--- src/rtl/nntt_pkg.sv ---
package nntt_pkg;

  typedef enum logic [2:0] {
    ST_FREE  = 3'd0,
    ST_LOAD  = 3'd1,
    ST_READY = 3'd2,
    ST_RUN   = 3'd3,
    ST_DONE  = 3'd4
  } slot_state_e;

  typedef enum logic [1:0] {
    OP_NEW   = 2'd0,
    OP_WRITE = 2'd1,
    OP_POLL  = 2'd2,
    OP_RSVD  = 2'd3
  } cmd_op_e;

  typedef enum logic [1:0] {
    RSP_OK   = 2'd0,
    RSP_PEND = 2'd1,
    RSP_DATA = 2'd2,
    RSP_ERR  = 2'd3
  } rsp_code_e;

endpackage

--- src/rtl/nntt_rr_arb.sv ---
module nntt_rr_arb #(
  parameter int N = 4,
  localparam int IW = (N > 1) ? $clog2(N) : 1
) (
  input  logic          clk,
  input  logic          rst_n,
  input  logic [N-1:0]  req,
  input  logic          adv,
  output logic [N-1:0]  grant,
  output logic [IW-1:0] gidx,
  output logic          any
);

  logic [IW-1:0] ptr_q, ptr_d;

  // search starts at the pointer and wraps once around the slots
  always_comb begin
    grant = '0;
    gidx  = '0;
    any   = 1'b0;
    for (int off = 0; off < N; off++) begin
      int j;
      j = int'(ptr_q) + off;
      if (j >= N) j = j - N;
      if (!any && req[j]) begin
        any      = 1'b1;
        grant[j] = 1'b1;
        gidx     = IW'(j);
      end
    end
  end

  always_comb begin
    ptr_d = ptr_q;
    if (adv && any) begin
      ptr_d = (gidx == IW'(N - 1)) ? '0 : gidx + IW'(1);
    end
  end

  always_ff @(posedge clk or negedge rst_n) begin
    if (!rst_n) ptr_q <= '0;
    else        ptr_q <= ptr_d;
  end

  a_r6_grant_onehot: assert property (@(posedge clk) disable iff (!rst_n)
    $onehot0(grant));
  a_r7_grant_only_requesters: assert property (@(posedge clk) disable iff (!rst_n)
    (grant & ~req) == '0);

endmodule

--- src/rtl/nntt_slot.sv ---
module nntt_slot
  import nntt_pkg::*;
#(
  parameter int ASID_W   = 8,
  parameter int NNID_W   = 8,
  parameter int DATA_W   = 16,
  parameter int IN_DEPTH = 4,
  localparam int CNT_W   = $clog2(IN_DEPTH + 1)
) (
  input  logic                       clk,
  input  logic                       rst_n,
  input  logic                       alloc_en,
  input  logic [ASID_W-1:0]          alloc_asid,
  input  logic [NNID_W-1:0]          alloc_nnid,
  input  logic [CNT_W-1:0]           alloc_cnt,
  input  logic                       wr_en,
  input  logic [DATA_W-1:0]          wr_data,
  input  logic                       issue_en,
  input  logic                       done_en,
  input  logic [DATA_W-1:0]          done_data,
  input  logic                       free_en,
  output slot_state_e                st,
  output logic [ASID_W-1:0]          asid,
  output logic [NNID_W-1:0]          nnid,
  output logic [IN_DEPTH*DATA_W-1:0] inputs,
  output logic [DATA_W-1:0]          result
);

  slot_state_e                      st_q, st_d;
  logic [ASID_W-1:0]                asid_q, asid_d;
  logic [NNID_W-1:0]                nnid_q, nnid_d;
  logic [CNT_W-1:0]                 need_q, need_d;
  logic [CNT_W-1:0]                 wptr_q, wptr_d;
  logic [IN_DEPTH-1:0][DATA_W-1:0]  buf_q, buf_d;
  logic [DATA_W-1:0]                res_q, res_d;

  always_comb begin
    st_d   = st_q;
    asid_d = asid_q;
    nnid_d = nnid_q;
    need_d = need_q;
    wptr_d = wptr_q;
    buf_d  = buf_q;
    res_d  = res_q;
    if (alloc_en) begin
      st_d   = ST_LOAD;
      asid_d = alloc_asid;
      nnid_d = alloc_nnid;
      need_d = alloc_cnt;
      wptr_d = '0;
      buf_d  = '0;
    end
    if (wr_en) begin
      for (int k = 0; k < IN_DEPTH; k++) begin
        if (wptr_q == CNT_W'(k)) buf_d[k] = wr_data;
      end
      wptr_d = wptr_q + CNT_W'(1);
      if (wptr_q + CNT_W'(1) == need_q) st_d = ST_READY;
    end
    if (issue_en) st_d = ST_RUN;
    if (done_en) begin
      st_d  = ST_DONE;
      res_d = done_data;
    end
    if (free_en) st_d = ST_FREE;
  end

  always_ff @(posedge clk or negedge rst_n) begin
    if (!rst_n) begin
      st_q   <= ST_FREE;
      asid_q <= '0;
      nnid_q <= '0;
      need_q <= '0;
      wptr_q <= '0;
      buf_q  <= '0;
      res_q  <= '0;
    end else begin
      st_q   <= st_d;
      asid_q <= asid_d;
      nnid_q <= nnid_d;
      need_q <= need_d;
      wptr_q <= wptr_d;
      buf_q  <= buf_d;
      res_q  <= res_d;
    end
  end

  assign st     = st_q;
  assign asid   = asid_q;
  assign nnid   = nnid_q;
  assign inputs = buf_q;
  assign result = res_q;

  a_r2_alloc_from_free: assert property (@(posedge clk) disable iff (!rst_n)
    alloc_en |-> st_q == ST_FREE);
  a_r5_wptr_below_need: assert property (@(posedge clk) disable iff (!rst_n)
    st_q == ST_LOAD |-> wptr_q < need_q);
  a_r5_write_only_loading: assert property (@(posedge clk) disable iff (!rst_n)
    wr_en |-> st_q == ST_LOAD);
  a_r6_issue_only_ready: assert property (@(posedge clk) disable iff (!rst_n)
    issue_en |=> st_q == ST_RUN);
  a_r8_done_only_running: assert property (@(posedge clk) disable iff (!rst_n)
    done_en |-> st_q == ST_RUN);
  a_r9_poll_frees: assert property (@(posedge clk) disable iff (!rst_n)
    free_en |=> st_q == ST_FREE);

endmodule

--- src/rtl/nn_txn_table.sv ---
module nn_txn_table
  import nntt_pkg::*;
#(
  parameter int ENTRIES  = 4,
  parameter int ASID_W   = 8,
  parameter int NNID_W   = 8,
  parameter int DATA_W   = 16,
  parameter int IN_DEPTH = 4
) (
  input  logic                         clk,
  input  logic                         rst_n,
  input  logic                         cmd_valid,
  input  logic [1:0]                   cmd_op,
  input  logic [ASID_W-1:0]            cmd_asid,
  input  logic [$clog2(ENTRIES)-1:0]   cmd_tid,
  input  logic [NNID_W-1:0]            cmd_nnid,
  input  logic [DATA_W-1:0]            cmd_data,
  output logic                         rsp_valid,
  output logic [1:0]                   rsp_code,
  output logic [DATA_W-1:0]            rsp_data,
  output logic                         eng_valid,
  input  logic                         eng_ready,
  output logic [$clog2(ENTRIES)-1:0]   eng_tid,
  output logic [NNID_W-1:0]            eng_nnid,
  output logic [IN_DEPTH*DATA_W-1:0]   eng_inputs,
  input  logic                         done_valid,
  input  logic [$clog2(ENTRIES)-1:0]   done_tid,
  input  logic [DATA_W-1:0]            done_data
);

  localparam int TID_W = $clog2(ENTRIES);
  localparam int CNT_W = $clog2(IN_DEPTH + 1);

  // reset: asserted asynchronously, released through two flops
  logic rst_s1, rst_sync;
  always_ff @(posedge clk or negedge rst_n) begin
    if (!rst_n) begin
      rst_s1   <= 1'b0;
      rst_sync <= 1'b0;
    end else begin
      rst_s1   <= 1'b1;
      rst_sync <= rst_s1;
    end
  end

  slot_state_e                       s_st    [ENTRIES];
  logic [ASID_W-1:0]                 s_asid  [ENTRIES];
  logic [NNID_W-1:0]                 s_nnid  [ENTRIES];
  logic [IN_DEPTH*DATA_W-1:0]        s_in    [ENTRIES];
  logic [DATA_W-1:0]                 s_res   [ENTRIES];

  logic [ENTRIES-1:0] alloc_v, wr_v, issue_v, done_v, free_v, ready_v, idle_v;
  logic [ENTRIES-1:0] grant;
  logic [TID_W-1:0]   gidx;
  logic               gany;

  generate
    for (genvar i = 0; i < ENTRIES; i++) begin : g_slot
      nntt_slot #(
        .ASID_W(ASID_W), .NNID_W(NNID_W), .DATA_W(DATA_W), .IN_DEPTH(IN_DEPTH)
      ) i_slot (
        .clk        (clk),
        .rst_n      (rst_sync),
        .alloc_en   (alloc_v[i]),
        .alloc_asid (cmd_asid),
        .alloc_nnid (cmd_nnid),
        .alloc_cnt  (cmd_data[CNT_W-1:0]),
        .wr_en      (wr_v[i]),
        .wr_data    (cmd_data),
        .issue_en   (issue_v[i]),
        .done_en    (done_v[i]),
        .done_data  (done_data),
        .free_en    (free_v[i]),
        .st         (s_st[i]),
        .asid       (s_asid[i]),
        .nnid       (s_nnid[i]),
        .inputs     (s_in[i]),
        .result     (s_res[i])
      );
      assign ready_v[i] = (s_st[i] == ST_READY);
      assign idle_v[i]  = (s_st[i] == ST_FREE);
      assign done_v[i]  = done_valid && (done_tid == TID_W'(i)) && (s_st[i] == ST_RUN);
      assign issue_v[i] = grant[i] && eng_ready;
    end
  endgenerate

  nntt_rr_arb #(.N(ENTRIES)) i_arb (
    .clk   (clk),
    .rst_n (rst_sync),
    .req   (ready_v),
    .adv   (eng_ready),
    .grant (grant),
    .gidx  (gidx),
    .any   (gany)
  );

  // engine offer: mux of the granted slot
  always_comb begin
    eng_nnid   = '0;
    eng_inputs = '0;
    for (int i = 0; i < ENTRIES; i++) begin
      if (grant[i]) begin
        eng_nnid   = s_nnid[i];
        eng_inputs = s_in[i];
      end
    end
  end
  assign eng_valid = gany;
  assign eng_tid   = gidx;

  // command lookup
  logic                 sel_hit;
  slot_state_e          sel_st;
  logic [ASID_W-1:0]    sel_asid;
  logic [DATA_W-1:0]    sel_res;
  logic                 owned;
  logic                 any_idle;
  logic [TID_W-1:0]     idle_idx;
  logic                 cnt_ok;

  always_comb begin
    sel_hit  = 1'b0;
    sel_st   = ST_FREE;
    sel_asid = '0;
    sel_res  = '0;
    for (int i = 0; i < ENTRIES; i++) begin
      if (cmd_tid == TID_W'(i)) begin
        sel_hit  = 1'b1;
        sel_st   = s_st[i];
        sel_asid = s_asid[i];
        sel_res  = s_res[i];
      end
    end
    owned = sel_hit && (sel_st != ST_FREE) && (sel_asid == cmd_asid);
  end

  always_comb begin
    any_idle = 1'b0;
    idle_idx = '0;
    for (int i = ENTRIES - 1; i >= 0; i--) begin
      if (idle_v[i]) begin
        any_idle = 1'b1;
        idle_idx = TID_W'(i);
      end
    end
  end

  assign cnt_ok = (cmd_data != '0) && (cmd_data <= DATA_W'(IN_DEPTH));

  rsp_code_e          code_d;
  logic [DATA_W-1:0]  data_d;

  always_comb begin
    code_d  = RSP_ERR;
    data_d  = '0;
    alloc_v = '0;
    wr_v    = '0;
    free_v  = '0;
    if (cmd_valid) begin
      case (cmd_op_e'(cmd_op))
        OP_NEW: begin
          if (any_idle && cnt_ok) begin
            code_d = RSP_OK;
            data_d = DATA_W'(idle_idx);
            for (int i = 0; i < ENTRIES; i++)
              if (idle_idx == TID_W'(i)) alloc_v[i] = 1'b1;
          end
        end
        OP_WRITE: begin
          if (owned && sel_st == ST_LOAD) begin
            code_d = RSP_OK;
            for (int i = 0; i < ENTRIES; i++)
              if (cmd_tid == TID_W'(i)) wr_v[i] = 1'b1;
          end
        end
        OP_POLL: begin
          if (owned) begin
            if (sel_st == ST_DONE) begin
              code_d = RSP_DATA;
              data_d = sel_res;
              for (int i = 0; i < ENTRIES; i++)
                if (cmd_tid == TID_W'(i)) free_v[i] = 1'b1;
            end else begin
              code_d = RSP_PEND;
            end
          end
        end
        default: code_d = RSP_ERR;
      endcase
    end
  end

  logic               rsp_valid_q;
  rsp_code_e          rsp_code_q;
  logic [DATA_W-1:0]  rsp_data_q;

  always_ff @(posedge clk or negedge rst_sync) begin
    if (!rst_sync) begin
      rsp_valid_q <= 1'b0;
      rsp_code_q  <= RSP_OK;
      rsp_data_q  <= '0;
    end else begin
      rsp_valid_q <= cmd_valid;
      if (cmd_valid) begin
        rsp_code_q <= code_d;
        rsp_data_q <= data_d;
      end
    end
  end

  assign rsp_valid = rsp_valid_q;
  assign rsp_code  = rsp_code_q;
  assign rsp_data  = rsp_data_q;

  a_r10_rsp_after_cmd: assert property (@(posedge clk) disable iff (!rst_sync)
    cmd_valid |=> rsp_valid);
  a_r10_no_spurious_rsp: assert property (@(posedge clk) disable iff (!rst_sync)
    !cmd_valid |=> !rsp_valid);
  a_r3_full_refused: assert property (@(posedge clk) disable iff (!rst_sync)
    (cmd_valid && cmd_op == 2'd0 && idle_v == '0) |=> rsp_code == 2'd3);
  a_r4_foreign_refused: assert property (@(posedge clk) disable iff (!rst_sync)
    (cmd_valid && cmd_op != 2'd0 && sel_hit && sel_asid != cmd_asid) |=> rsp_code == 2'd3);
  a_r6_offer_is_ready: assert property (@(posedge clk) disable iff (!rst_sync)
    eng_valid |-> s_st[eng_tid] == ST_READY);

endmodule

--- config.mk ---
export PLATFORM = sky130hd
export DESIGN_NAME = nn_txn_table
export DESIGN_NICKNAME = d
export VERILOG_FILES = /design/src/rtl/nntt_pkg.sv /design/src/rtl/nntt_rr_arb.sv /design/src/rtl/nntt_slot.sv /design/src/rtl/nn_txn_table.sv
export SDC_FILE = /design/constraint.sdc
export NUM_CORES = 1
export LEC_CHECK = 0
export BUFFER_PORTS_ARGS = -buffer_cell sky130_fd_sc_hd__buf_2
export CORE_MARGIN = 5
export CORE_UTILIZATION = 45
export DETAILED_ROUTE_END_ITERATION = 10
export GPL_TIMING_DRIVEN = 0
export PLACE_DENSITY = 0.6
export SLEW_MARGIN = 10
export SYNTH_ARGS = -nofsm -noshare
export SYNTH_HDL_FRONTEND = slang
export SYNTH_SLANG_ARGS = --single-unit
--- constraint.sdc ---
create_clock -name clk -period 29.6 [get_ports clk]
set_clock_uncertainty 0.1 [all_clocks]
set_input_delay 8.88 -clock clk [delete_from_list [all_inputs] [get_ports clk]]
set_output_delay 8.88 -clock clk [all_outputs]
set_load 0.05 [all_outputs]
# After elaboration in Yosys (flattened, before gate mapping)

Index checks and enable logic that the tools add are counted.

Register bits: 443
Input bits: 59
Output and inout bits: 94
Word-level logic and storage cells: 310

Add/sub/neg operators: 12
Order comparisons: 13
Equal/unequal tests: 39
Muxes and demuxes: 151
Bitwise operators: 3
Reductions and logical operators: 46

Operator list:

| cell                                                                               | count |
|---|---|
| 64-bit two-way mux                                                                 | 12 |
| 16-bit two-way mux                                                                 | 22 |
| 32-bit by 1-bit >= comparator with 1-bit output (second input constant)            | 4 |
| 32-bit by 4-bit < comparator with 1-bit output (second input constant)             | 4 |
| 32-bit two-way mux                                                                 | 4 |
| 3-bit two-way mux                                                                  | 36 |
| 32-bit by 4-bit >= comparator with 1-bit output (second input constant)            | 3 |
| 32-bit by 4-bit subtractor with 32-bit output (second input constant)              | 3 |
| 8-bit two-way mux                                                                  | 8 |
| 4-bit two-way mux                                                                  | 14 |
| 3-bit by 2-bit == test with 1-bit output (second input constant)                   | 16 |
| 16-bit case mux with 2 select lines                                                | 1 |
| 1-bit two-way mux                                                                  | 31 |
| 2-bit two-way mux                                                                  | 14 |
| 1-bit logical AND                                                                  | 25 |
| 3-bit zero test                                                                    | 8 |
| 2-bit == test (second input constant)                                              | 8 |
| 16-bit by 3-bit less-or-equal comparator with 1-bit output (second input constant) | 1 |
| 16-bit nonzero test                                                                | 1 |
| 3-bit by 1-bit == test with 1-bit output (second input constant)                   | 5 |
| 3-bit by 1-bit adder with 3-bit output (second input constant)                     | 4 |
| 3-bit == test                                                                      | 4 |
| 4-bit OR                                                                           | 3 |
| 1-bit binary-select mux with 2-bit select                                          | 4 |
| other kinds (14)                                                                   | 29 |

# Logic depth before layout (Yosys ltp)

Gate-level depths: netlist (run 1).

Word-level depth: 19
Depth in mapped cells: 13
Depth with buffers taken out: 9

# By module

From an unflattened synthesis (run 1), not the netlist that was laid out.

Cell total of the unflattened synthesis: 2,238
Area total of the unflattened synthesis: 23,537.6 um2

By module, submodules not included:

| module       | times used | cells an instance | area an instance (um2) | seq. area each (um2) |
|---|---|---|---|---|
| nntt_slot    | 4          | 392               | 4,729.5                | 2,627.5 |
| nn_txn_table | 1          | 616               | 4,078.9                | 525.5 |
| nntt_rr_arb  | 1          | 54                | 540.5                  | 50.0 |

# Least setup slack after synthesis (run 1)

OpenSTA, ideal clock, no wires.

Kind: reg2out
From: register with a tool-made name
To: output eng_inputs[29]
Arrival time: 3,912 ps
Data required time: 20,620 ps
Slack: 16,708 ps
Cell stages (with the launch flop): 13
Path buffers: 3
Cells stage by stage: dfrtp_1 > clkinv_1 > ha_1 > clkbuf_1 > nand2_1 > nor4_1 > o31ai_2 > nand2_1 > a22o_1 > buf_4 > buf_1 > a22oi_1 > a211oi_1

RTL lines:

| element   | RTL line           | source |
|---|---|---|
| to (decl) | nn_txn_table.sv:25 | `output logic [IN_DEPTH*DATA_W-1:0] eng_inputs,` |

==> results of run 1 <==
## state kept, by name, summed over array words and instances (netlist names), named ones only
register	cells
g_slot.i_slot.inputs	256
g_slot.i_slot.result	64
g_slot.i_slot.asid	32
g_slot.i_slot.nnid	32
rsp_data	16
g_slot.i_slot.need_q	12
g_slot.i_slot.st	12
g_slot.i_slot.wptr_q	12
rsp_code	2
i_arb.ptr_q	1
rsp_valid	1
rst_s1	1
rst_sync	1
## power groups by stage
stage / registers [mW] / clock network [mW] / logic [mW]
after floorplan: 0.629 / 0 / 0.0255
after global placement: 0.632 / 0 / 0.0486
after detailed placement: 0.619 / 0 / 0.0650
after CTS: 0.608 / 0.681 / 0.0652
after global routing: 0.608 / 0.705 / 0.0698
final: 0.608 / 0.672 / 0.0653
## cell families after synthesis
logic type / share of synthesized area
and+or+nand+nor: 0.189
AOI/OAI and AO/OA: 0.146
DFF: 0.494
buffers and inverters: 0.0478
muxes: 0.0969
adders and majority gates: 0.0151
xor gates and xnor gates: 0.0105
other: 0.000167
## placed cells by master, fill, tap and decap left out, types with 8 or more instances in the layout
master     Yosys  final
clkbuf_16      0     51
mux4_2        27     27
xnor2_1       13     13
buf_16         0      8
nor3_1       104    104
buf_6         14     14
a21oi_1       18     18
xor2_1        14     14
a22o_1        18     18
mux2i_1       17     17
nor4_1        11     10
inv_1         22     22
nor2_1        89     89
nor4b_1       74     74
buf_2         47    185
clkinv_2       0     11
o21ai_0      265    265
nand2_1      599    599
nand3_1       28     28
a211oi_1      26     26
dfrtp_1      443    442
mux2_2       124    124
clkbuf_8       0     14
clkbuf_1     145    153
ha_1          27     27
a211oi_2      48     48
a22oi_1       74     74
## routing by layer
metal,up-vias,global-route usage,routed length (µm)
met4,4,0.126,3710
li1,8558,-,-
met3,200,0.0656,6440
met2,815,0.452,36400
met5,-,0.00643,21
met1,9489,0.364,30900
## synth_stat cells, types with 3 or more instances
library cell,n,area share
dfrtp_1,443,0.49
o211ai_1,3,0.0010
nor3b_1,4,0.0013
xnor2_1,13,0.0051
a211oi_2,48,0.027
a31oi_1,4,0.0011
buf_6,14,0.0070
ha_1,27,0.015
a22oi_1,74,0.025
a211oi_1,26,0.0087
a21oi_1,18,0.0040
nor3_1,104,0.023
inv_1,22,0.0037
nand2b_1,3,0.00084
mux2_2,124,0.062
nor4_1,11,0.0031
nor2_1,89,0.015
mux2i_1,17,0.0076
xor2_1,14,0.0055
mux4_2,27,0.027
or3_1,3,0.00084
nand3_1,28,0.0062
a22o_1,18,0.0070
buf_2,47,0.010
or3b_1,4,0.0016
o21ai_0,265,0.059
and3_1,3,0.00084
nand2_1,599,0.10
nor2b_1,3,0.00084
nor4b_1,74,0.029
o31ai_1,6,0.0020
clkbuf_1,145,0.024
buf_4,5,0.0017
## worst max-delay path, cell delays in order (launching register included)
cell and delay [ps]:
dfrtp_1 530, clkinv_1 350, ha_1 410, clkbuf_1 340, mux4_2 360, nand2_1 90
a21oi_2 830, or3_1 240, buf_4 310, a22oi_1 160, a211oi_1 650, buf_2 390
## final cells by class
class / instances / area share
Tap cell: 664 / 0.0320
Timing Repair Buffer: 147 / 0.0354
Buffer: 213 / 0.0378
Clock buffer: 73 / 0.0577
Inverter: 24 / 0.00347
Clock inverter: 19 / 0.0105
Sequential cell: 443 / 0.427
Multi-Input combinational cell: 1651 / 0.396
Antenna cell: 2 / 0.000193
## worst max path at each step
stage / to / slack (ps) / depth (start not counted)
after floorplan: async pin / 16240 / 0
after global placement: g_slot[2].i_slot.inputs[21] / 11140 / 0
after detailed placement: eng_inputs[63] / 16180 / 11
after CTS: eng_inputs[63] / 15540 / 11
after global routing: eng_inputs[63] / 15260 / 11
final: eng_inputs[63] / 15340 / 11
## stage by stage
step	setup slack (ps)	hold slack, ps	area (µm²)
global placement	11140	237	24000
detailed placement	16180	28.5	24200
CTS	15540	33.8	26000
floorplan	16240	231	22400
global route	15260	39.5	26000
finish	15340	32.1	26000
==> summary.txt, run 1 <==
Run status
  – Status: completed

Yosys
  – Sequential element share of the synthesized area: 0.494
  – Mapped Cells: 2331
  – Post-synth EDFFs: 0
  – Distinct cells, synth: 69
  – Syn nets: 2417
  – Syn_area_per_cell: 9.63 µm²
  – Top_reg_cell synth: dfrtp_1
  – Mapped cell area: 22400 µm²
  – Ys async rst share: 1.00
  – FF+latch count, synth: 443
  – Synth Warn #: 0

Placement
  – Routability cong.: 0.886
  – Cell count after placement: 3142
  – IO Port Bufs: 138
  – Post-DP HPWL: 53500 µm

Routing
  – DR DRC count: 0
  – Final wirelength: 77500 µm
  – Initial DRC count: 1812
  – Vias: 19100
  – Routed len/inst: 24.0 µm
  – Post-DR vias/cell: 5.89
  – ANT nets after route: 0
  – Detailed Routing Iterations Pass 1: 7

GRT
  – Initial antenna violation count: 4
  – Vias in the first global route: 19200
  – GR Overflow Total: 0
  – GRT Resource Usage Total: 0.281
  – Largest net degree at the start of global routing: 62
  – First-pass GRT wire length: 116000 µm

Pwr
  – Internal: 1.03 mW
  – Leakage: 11.7 nW
  – Worst VDD drop: 0.0493 mV
  – Final Power: 1.35 mW
  – Net switching power figure: 0.313 mW
  – Power share of the clock group: 0.499
  – Sequential Power Share: 0.452
  – Sw Ratio: 0.233
  – Pwr Density: 51.8 nW/µm²
  – Comb power frac: 0.049

Timing
  – FMAX: 70.1 MHz
  – Final setup vio count: 0
  – Actual slew at the worst max-slew pin: 1380 ps
  – RSZ-0062 raised after global routing: false
  – Endpoints failing hold: 0
  – Slew Viols, Final: 0
  – Fin crit share: 0.482
  – Normalized max-slew margin: 0.0832
  – Tmin final: 14260 ps
  – Setup Total Neg Slack: 0 ps

Clocking
  – CTS H-tree depth: 2
  – Clock latency on the worst-skew pair: 600 ps
  – Clock Path Buffers: 3
  – Clock buffer count from CTS: 50
  – Clock slew at reported path FFs: 60 ps
  – Post-cts sizing count: 0
  – Postcts setup bufs: 0
  – CTS sink count: 443
  – TritonCTS clock tree: built
  – Root Driver: clkbuf_16
  – Hold buffer count at CTS: 0

Die
  – Std-Cell Rows: 81
  – Initial core utilization: 0.457
  – Core box area: 49200 µm²
  – Die Span X: 233 µm
  – Die Y: 233 µm
  – Die ar.: 54400 µm²
  – Total I/O pin count: 153

Worst setup path
  – FF-to-FF setup slack: 25450 ps
  – CP endpoint kind: output port
  – Reg2Reg Depth: 11
  – Critical Path Source Type: register
  – Critical setup path kind: reg -> out
  – Reg2reg end: g_slot[1].i_slot.st[2]
  – CP Max Fanout: 10
  – Critical Path AT: 5280 ps
  – CP required: 20620 ps

Run
  – Max-cap viol count: 0

Layout
  – Final #Nets: 2616
  – # fillers: 4494
  – Area Overhead vs Synth: 15.8%
  – Share of cells above drive strength 1: 0.200
  – Area of the multi-input gates: 10300 µm²
  – Final Util: 0.529
  – FF+latch area: 11100 µm²
  – Final Non-Filler Cells: 3236

Min path
  – Hold Crit Class: reg -> async
No activity file was read; power rests on OpenSTA's default activity.
==> run 2, diff against run 1 <==
==> constraint.sdc (replaced) <==
create_clock -name clk -period 13.2 [get_ports clk]
set_clock_uncertainty 0.1 [all_clocks]
set_input_delay 3.96 -clock clk [delete_from_list [all_inputs] [get_ports clk]]
set_output_delay 3.96 -clock clk [all_outputs]
set_load 0.05 [all_outputs]
==> run 2 against run 1 <==
Total power up 120%; die area is the same; hold slack improved by 220 ps; critical path depth unchanged; clock power up 110%; final area is 0.44% lower; flip-flop and latch count unchanged; sequential power up 130%; final cell count decreased by 0.12%; largest cell class unchanged; highest routed layer unchanged.
==> summary.txt, run 2 (synthesis gave the netlist of run 1 again) <==
Clocking
  – Hold buffer count at CTS: 0
  – Clock slew at reported path FFs: 60 ps
  – TritonCTS clock tree: built
  – Root Driver: clkbuf_16
  – Clock buffer count from CTS: 50
  – CTS H-tree depth: 2
  – Postcts setup bufs: 0
  – Post-cts sizing count: 0
  – Clock Path Buffers: 3
  – Clock latency on the worst-skew pair: 600 ps
  – CTS sink count: 443

Placement
  – Placed cell areas: 24200 µm²
  – Routability cong.: 0.883
  – IO Port Bufs: 138
  – Post-DP HPWL: 52800 µm
  – Cell count after placement: 3141
  – Dpl ws: 4770 ps

Timing
  – RSZ-0062 raised after global routing: false
  – Final setup vio count: 0
  – Hold slack: 254 ps
  – FMAX: 109 MHz
  – Fin crit share: 0.694
  – Tmin final: 9170 ps
  – Endpoints failing hold: 0
  – Actual slew at the worst max-slew pin: 1310 ps
  – Setup ws final: 4030 ps
  – Normalized max-slew margin: 0.118
  – Setup Total Neg Slack: 0 ps
  – Slew Viols, Final: 0

Worst setup path
  – Buf/Inv on CP: 4
  – Slowest cell on the critical path: a21oi_2
  – Critical Path Max Stage Delay: 790 ps
  – CP endpoint kind: output port
  – Critical path, cell by cell: clkinv_1, ha_1, clkbuf_1, mux4_2, nand2_1, a21oi_2, or3_1, buf_4, a22oi_1, a211oi_1, buf_2
  – Critical Path Source Type: register
  – Critical Path AT: 5110 ps
  – CP required: 9140 ps
  – Top cell family by delay on the critical path: compound AO/OA/AOI/OAI gates
  – Critical setup path kind: reg -> out
  – CP Max Fanout: 10

Die
  – Total I/O pin count: 153
  – Die ar.: 54400 µm²
  – Std-Cell Rows: 81
  – Initial core utilization: 0.457
  – Die Span X: 233 µm
  – Core box area: 49200 µm²
  – Die Y: 233 µm

Layout
  – Most frequent cells in the layout: nand2_1, dfrtp_1, o21ai_0, buf_2, clkbuf_1
  – Final #Nets: 2615
  – Area Overhead vs Synth: 15.2%
  – Largest register FFs: 256
  – Post-route cell area: 25900 µm²
  – Share of cells above drive strength 1: 0.198
  – Commonest non-fill, non-tap cell in the layout: nand2_1
  – Final Non-Filler Cells: 3232
  – Final Util: 0.526

Pwr
  – Pwr Density: 114 nW/µm²
  – Leakage: 11.6 nW
  – Worst VDD drop: 0.110 mV
  – Final Power: 2.94 mW

Run
  – Max-cap viol count: 0

Routing
  – Vias: 19100
  – Routed len/inst: 23.8 µm
  – ANT nets after route: 0
  – DR DRC count: 0
  – Final wirelength: 76800 µm
  – Detailed Routing Iterations Pass 1: 7
  – Post-DR vias/cell: 5.90
  – Initial DRC count: 2101

Min path
  – Hold Crit Class: reg -> reg

GRT
  – GR Overflow Total: 0
  – Vias in the first global route: 19100
  – GRT Resource Usage Total: 0.279
  – First-pass GRT wire length: 116000 µm
  – Largest net degree at the start of global routing: 67
  – Initial antenna violation count: 3

Run status
  – Status: completed
-- run 2: worst paths after layout --
kind	to	startpoint	cells after the start	slack (ps)
hold reg to reg	rst_sync	rst_s1	0	250
min in group asynchronous	g_slot[2].i_slot.nnid[1]	rst_sync	0	310
setup reg to reg	g_slot[1].i_slot.st[2]	register	11	9180
max in group asynchronous	rst_sync	rst_n	1	9850
hold / removal	rst_sync	rst_s1	0	250
setup / recovery	eng_inputs[63]	register	11	4030
-- run 2: layout make-up --
cell class / count / area, µm²
diodes: 1 / 2.50
plain buffers: 213 / 982
clock buffers: 80 / 1590
clock inverters: 10 / 100
fillers: 4519 / 23300
inverters: 24 / 90.1
multi-input cells: 1651 / 10300
flip-flops and latches: 443 / 11100
well taps: 664 / 831
repair buffers: 146 / 891
-- run 2: where the power goes --
group          switching, mW  internal (mW)  total (mW)
Combinational          0.109         0.0326       0.142
Sequential           0.00598           1.36        1.37
Clock                  0.577          0.857        1.43
-- run 2: layer usage --
metal	track usage	up-vias	part of all wire
met2	0.458	835	0.48
met5	0	-	0.00030
li1	-	8537	-
met1	0.379	9539	0.41
met4	0.102	4	0.037
met3	0.0397	157	0.075
